**src/rtl/scan_fsm_pkg.sv**
```systemverilog
`timescale 1ns/1ps
package scan_fsm_pkg;
    typedef enum logic [2:0] {
        SQ_IDLE    = 3'd0,
        SQ_LOAD    = 3'd1,
        SQ_CAPTURE = 3'd2,
        SQ_UNLOAD  = 3'd3,
        SQ_REPORT  = 3'd4
    } seq_state_t;
endpackage

```
**src/rtl/fsm_next_logic.sv**
```systemverilog
`timescale 1ns/1ps
module fsm_next_logic (
    input  logic       a,
    input  logic       b,
    input  logic [1:0] q,
    output logic [1:0] d
);
    logic shared_c;

    always_comb begin
        // common factor used by both next-state bits
        shared_c = ~q[0] | ~a;
        d[1] = (shared_c & q[1]) | (b & q[0]);
        d[0] = b & ((shared_c & ~q[1]) | (~a & ~q[0]));
    end
endmodule

```
**src/rtl/scan_cell.sv**
```systemverilog
`timescale 1ns/1ps
module scan_cell (
    input  logic clk,
    input  logic rst,
    input  logic tc,
    input  logic d,
    input  logic sd,
    output logic q
);
    always_ff @(posedge clk) begin
        if (rst)
            q <= 1'b0;
        else
            q <= tc ? sd : d;
    end

    a_r4_shift_takes_sd: assert property (@(posedge clk) disable iff (rst)
        tc |=> (q == $past(sd)));
    a_r2_run_takes_d: assert property (@(posedge clk) disable iff (rst)
        !tc |=> (q == $past(d)));
endmodule

```
**src/rtl/scan_chain.sv**
```systemverilog
`timescale 1ns/1ps
module scan_chain #(
    parameter int N = 2
) (
    input  logic         clk,
    input  logic         rst,
    input  logic         tc,
    input  logic         si,
    input  logic [N-1:0] d,
    output logic [N-1:0] q,
    output logic         so
);
    logic [N:0] link;

    assign link[N] = si;
    assign so      = q[0];

    for (genvar i = N - 1; i >= 0; i--) begin : g_cell
        assign link[i] = q[i];
        scan_cell u_cell (
            .clk(clk),
            .rst(rst),
            .tc (tc),
            .d  (d[i]),
            .sd (link[i+1]),
            .q  (q[i])
        );
    end
endmodule

```
**src/rtl/scan_sequencer.sv**
```systemverilog
`timescale 1ns/1ps
module scan_sequencer
    import scan_fsm_pkg::*;
#(
    parameter int N = 2
) (
    input  logic         clk,
    input  logic         rst,
    input  logic         start,
    input  logic [N-1:0] pat,
    input  logic         stim_a,
    input  logic         stim_b,
    input  logic         func_a,
    input  logic         func_b,
    input  logic         so,
    output logic         tc,
    output logic         si,
    output logic         core_a,
    output logic         core_b,
    output logic         done,
    output logic [N-1:0] resp
);
    localparam int CW = (N > 1) ? $clog2(N) : 1;
    localparam logic [CW-1:0] LAST = CW'(N - 1);

    seq_state_t    state, state_nx;
    logic [CW-1:0] cnt;
    logic [N-1:0]  pat_q;
    logic          stim_a_q, stim_b_q;
    logic [N-1:0]  rsp_q;

    // state register
    always_ff @(posedge clk) begin
        if (rst) state <= SQ_IDLE;
        else     state <= state_nx;
    end

    // next state
    always_comb begin
        state_nx = state;
        unique case (state)
            SQ_IDLE:    if (start) state_nx = SQ_LOAD;
            SQ_LOAD:    if (cnt == LAST) state_nx = SQ_CAPTURE;
            SQ_CAPTURE: state_nx = SQ_UNLOAD;
            SQ_UNLOAD:  if (cnt == LAST) state_nx = SQ_REPORT;
            SQ_REPORT:  state_nx = SQ_IDLE;
            default:    state_nx = SQ_IDLE;
        endcase
    end

    // data registers
    always_ff @(posedge clk) begin
        if (rst) begin
            cnt      <= '0;
            pat_q    <= '0;
            stim_a_q <= 1'b0;
            stim_b_q <= 1'b0;
            rsp_q    <= '0;
        end else begin
            unique case (state)
                SQ_IDLE: begin
                    cnt <= '0;
                    if (start) begin
                        pat_q    <= pat;
                        stim_a_q <= stim_a;
                        stim_b_q <= stim_b;
                    end
                end
                SQ_LOAD:    cnt <= (cnt == LAST) ? '0 : cnt + 1'b1;
                SQ_CAPTURE: cnt <= '0;
                SQ_UNLOAD: begin
                    rsp_q[cnt] <= so;
                    cnt        <= (cnt == LAST) ? '0 : cnt + 1'b1;
                end
                SQ_REPORT:  cnt <= '0;
                default:    cnt <= '0;
            endcase
        end
    end

    // outputs
    always_comb begin
        tc     = 1'b0;
        si     = 1'b0;
        core_a = func_a;
        core_b = func_b;
        done   = 1'b0;
        unique case (state)
            SQ_IDLE: ;
            SQ_LOAD: begin
                tc = 1'b1;
                si = pat_q[cnt];
            end
            SQ_CAPTURE: begin
                core_a = stim_a_q;
                core_b = stim_b_q;
            end
            SQ_UNLOAD: tc = 1'b1;
            SQ_REPORT: done = 1'b1;
            default: ;
        endcase
    end

    assign resp = rsp_q;

    a_r5_single_capture: assert property (@(posedge clk) disable iff (rst)
        (state == SQ_CAPTURE) |=> (state == SQ_UNLOAD && tc));
    a_r5_done_one_cycle: assert property (@(posedge clk) disable iff (rst)
        done |=> !done);
    a_r9_no_restart: assert property (@(posedge clk) disable iff (rst)
        (state == SQ_UNLOAD && start) |=> (state != SQ_LOAD));
    a_r6_resp_held: assert property (@(posedge clk) disable iff (rst)
        (state == SQ_IDLE) |=> $stable(resp));
endmodule

```
**src/rtl/scan_fsm_harness.sv**
```systemverilog
`timescale 1ns/1ps
module scan_fsm_harness #(
    parameter int N = 2
) (
    input  logic         clk,
    input  logic         rst,
    input  logic         start,
    input  logic [N-1:0] pat,
    input  logic         stim_a,
    input  logic         stim_b,
    input  logic         func_a,
    input  logic         func_b,
    output logic         done,
    output logic [N-1:0] resp,
    output logic [N-1:0] state_o,
    output logic         test_mode,
    output logic         scan_out
);
    logic         tc, si, core_a, core_b;
    logic [N-1:0] q, d;

    fsm_next_logic u_logic (
        .a(core_a),
        .b(core_b),
        .q(q),
        .d(d)
    );

    scan_chain #(.N(N)) u_chain (
        .clk(clk),
        .rst(rst),
        .tc (tc),
        .si (si),
        .d  (d),
        .q  (q),
        .so (scan_out)
    );

    scan_sequencer #(.N(N)) u_seq (
        .clk   (clk),
        .rst   (rst),
        .start (start),
        .pat   (pat),
        .stim_a(stim_a),
        .stim_b(stim_b),
        .func_a(func_a),
        .func_b(func_b),
        .so    (scan_out),
        .tc    (tc),
        .si    (si),
        .core_a(core_a),
        .core_b(core_b),
        .done  (done),
        .resp  (resp)
    );

    assign state_o   = q;
    assign test_mode = tc;

    a_r1_reset_clears: assert property (@(posedge clk)
        rst |=> (state_o == '0 && !test_mode && !done));
endmodule

```
**config.mk**
```make
export PLATFORM = sky130hd
export DESIGN_NAME = scan_fsm_harness
export DESIGN_NICKNAME = d
export VERILOG_FILES = /design/src/rtl/scan_fsm_pkg.sv /design/src/rtl/fsm_next_logic.sv /design/src/rtl/scan_cell.sv /design/src/rtl/scan_chain.sv /design/src/rtl/scan_sequencer.sv /design/src/rtl/scan_fsm_harness.sv
export SDC_FILE = /design/constraint.sdc
export NUM_CORES = 1
export LEC_CHECK = 0
export ABC_AREA = 1
export BUFFER_PORTS_ARGS = -buffer_cell sky130_fd_sc_hd__buf_2
export CAP_MARGIN = 25
export CORE_MARGIN = 1
export CORE_UTILIZATION = 40
export CTS_CLUSTER_SIZE = 28
export DETAILED_ROUTE_END_ITERATION = 10
export PLACE_DENSITY = 0.64
export SLEW_MARGIN = 20
export SYNTH_ARGS = -nofsm -noshare
export SYNTH_HDL_FRONTEND = slang
export SYNTH_SLANG_ARGS = --single-unit
```
**constraint.sdc**
```tcl
create_clock -name clk -period 2.2 [get_ports clk]
set_clock_uncertainty 0.05 [all_clocks]
set_input_delay 0.22 -clock clk [delete_from_list [all_inputs] [get_ports clk]]
set_output_delay 0.22 -clock clk [all_outputs]
set_load 0.01 [all_outputs]
```
==> results.json <==
{
  "worstSetupStartpointType": "register",
  "period_minus_slack_ns": 1.39,
  "ys_seq_area_share_pct": 43.5,
  "routed.top_layer": "met4",
  "synth-xor-area-share_pct": 0,
  "reg2reg_from": "u_seq.state[0]",
  "synth_compound_area_share_pct": 14.7,
  "maxSlewViolCount": 0,
  "crit_type": "register to output port",
  "grt_pass1_wl_mm": 1.97,
  "post-cts-setup-buffers": 0,
  "critPathTopFamily": "flip-flops",
  "wl_met2_um": 530,
  "n_antenna_cell": 0,
  "post-route-period-util_pct": 63.4,
  "synth_top_area_share_pct": 43.5,
  "finalSetupTns_ns": 0,
  "critPathCaptureType": "output port",
  "synthArstFlopShare_pct": 0,
  "syn2layout_area_growth_pct": 20.9,
  "synth-simple-area-share_pct": 30.2,
  "root_buffer": "clkbuf_4",
  "portBuffers": 15,
  "yosys_warnings": 0,
  "vias_per_cell": 4.83,
  "worstPathArrival_ns": 1.12,
  "clock_path_buffers": 2,
  "clkTransAtPathRegs_ns": 0.08,
  "p_leak_nw": 0.330,
  "synth_seq_cells": 12,
  "clock_latency_ns": 0.28,
  "drtAntennaViolNets": 0,
  "finalWeightedCongestion": 0.845,
  "track_usage_pct": 19.8,
  "synth_edf_count": 0,
  "yosys-mux-area-fraction_pct": 0,
  "path_cells": "nand2_1 > inv_1 > buf_2",
  "slew_headroom_pct": 82.7,
  "ir_drop_mv": 0.302,
  "cts.sinks": 12,
  "wl_met1_um": 587,
  "drc": 0,
  "crit_start": "u_seq.state[0]",
  "vias": 531,
  "status": "finished, final reports clean",
  "htree_levels": 1,
  "fmax_mhz": 717,
  "cp_slowest_cell": "dfxtp_1",
  "core_um2": 1280,
  "dp.cells": 106,
  "grt_max_degree": 9,
  "yosys.area_share.adder_pct": 0,
  "cts_tree": "done",
  "wire_per_inst_um": 10.8,
  "die_area_um2": 1530,
  "power_density_nw_per_um2": 809,
  "die_w_um": 39.1,
  "tightest_slew_ns": 0.259,
  "yosys.area.top_type": "dfxtp_1",
  "slowest_delay_ns": 0.45,
  "num_io_pins": 16,
  "dp_hpwl_um": 923,
  "min_path_type": "primary input to register",
  "drt-initial-drc-count": 10,
  "nFillCells": 139,
  "antenna_found_initial": 0,
  "synth_top_family_by_area": "simple AND/OR/NAND/NOR gates",
  "synthesis.area_um2": 552,
  "ctsResizeCount": 0,
  "netlist_top_cells_area": "dfxtp_1 (44%), nand3_1 (10%), inv_1 (8.8%), nand2_1 (8.2%), a21oi_1 (7.3%)",
  "layout-drive-gt1-share_pct": 22.1,
  "grt_overflow": 0,
  "rsz0062_at_grt": "false",
  "r2r_slack_ns": 0.96,
  "netlist_instances": 78,
  "synth_top_flop_cell": "dfxtp_1",
  "wl_mm": 1.19,
  "synth_common_cells": "inv_1 (13), dfxtp_1 (12), nand2_1 (12)",
  "grt_pass1_vias": 489,
  "hold_viol_final": 0,
  "cap_violations": 0,
  "cp.buffers_inverters": 2,
  "postCtsHoldBufs": 0,
  "die_height_um": 39.1,
  "hold_start": "rst",
  "dr_wl_met3_um": 58,
  "syn_area_per_cell_um2": 7.07,
  "synth_cell_types": 14,
  "setup_viol": 0,
  "initial_core_util_pct": 42.9,
  "syn-num-nets": 87,
  "fin_nets": 105,
  "cp_data_required_time_ns": 1.93,
  "path_max_fanout": 6,
  "first_pass_iters": 2,
  "final_cells": 110,
  "numCtsBuffers": 3,
  "yosysMostFrequentCell": "inv_1",
  "rows": 13
}
==> metrics by stage <==
| stage | util (%) | hold WS [ns] | power (mW) | worst slack [ns] | area (um^2) |
|---|---|---|---|---|---|
| finish | 51.9 | 0.119 | 0.540 | 0.805 | 667 |
| global route | 51.9 | 0.118 | 0.574 | 0.701 | 667 |
| CTS | 51.9 | 0.107 | 0.547 | 0.794 | 667 |
| detailed placement | 49.1 | 0.395 | 0.367 | 0.995 | 631 |
| global placement | 49.1 | 0.389 | 0.364 | 1.02 | 631 |
| floorplan | - | 0.239 | 0.336 | 1.07 | 552 |
==> cell type report <==
cell class / instances / area (um^2) / share of cell area, %
Clock buffer: 4 / 36.3 / 5.44
Inverter: 13 / 48.8 / 7.32
Multi-Input combinational cell: 51 / 248 / 37.1
Sequential cell: 12 / 240 / 36.0
Tap cell: 15 / 18.8 / 2.81
Timing Repair Buffer: 15 / 75.1 / 11.3
==> where the power goes <==
part / total (mW) / internal (mW) / leakage, nW / switching [mW]
Combinational: 0.104 / 0.0401 / 0.210 / 0.0640
Clock: 0.179 / 0.101 / 0.0210 / 0.0778
Sequential: 0.257 / 0.238 / 0.0985 / 0.0190
Total: 0.540 / 0.379 / 0.330 / 0.161
==> state kept, by name, indices dropped and copies added, names as in the netlist <==
signal,flops
u_chain.g_cell.u_cell.q,2
u_seq.cnt,1
u_seq.pat_q,2
u_seq.resp,2
u_seq.state,3
u_seq.stim_a_q,1
u_seq.stim_b_q,1
==> final timing paths <==
path,cells past startpoint,endpoint
setup / recovery,3,test_mode
hold / removal,2,u_chain.g_cell[0].u_cell.q
setup reg to reg,4,u_seq.pat_q[0]
hold reg to reg,2,u_seq.pat_q[1]
==> cell usage in the layout (no fill, tap or decap) <==
master,Yosys,routed
nand3b_1,1,1
clkbuf_4,0,3
dfxtp_1,12,12
nor3_1,2,2
buf_2,0,15
nor2_1,5,5
clkbuf_8,0,1
nand2_2,1,1
nor2_4,1,1
nand3_1,11,11
a31oi_1,1,1
a21oi_1,8,8
inv_1,13,13
nand4_1,2,2
nand2_1,12,12
o21ai_0,7,7
==> layer usage <==
layer  track usage, %  up-vias
li1                 -      288
met1             21.7      229
met2             34.2       12
met3             8.67        2
met4             5.17        0
met5                0        -
==> kinds of logic after synthesis <==
logic type      after synthesis
flops                        12
compound gates               16
simple gates                 35
buf+inv                      15
Power figures use the tool's default switching activity.
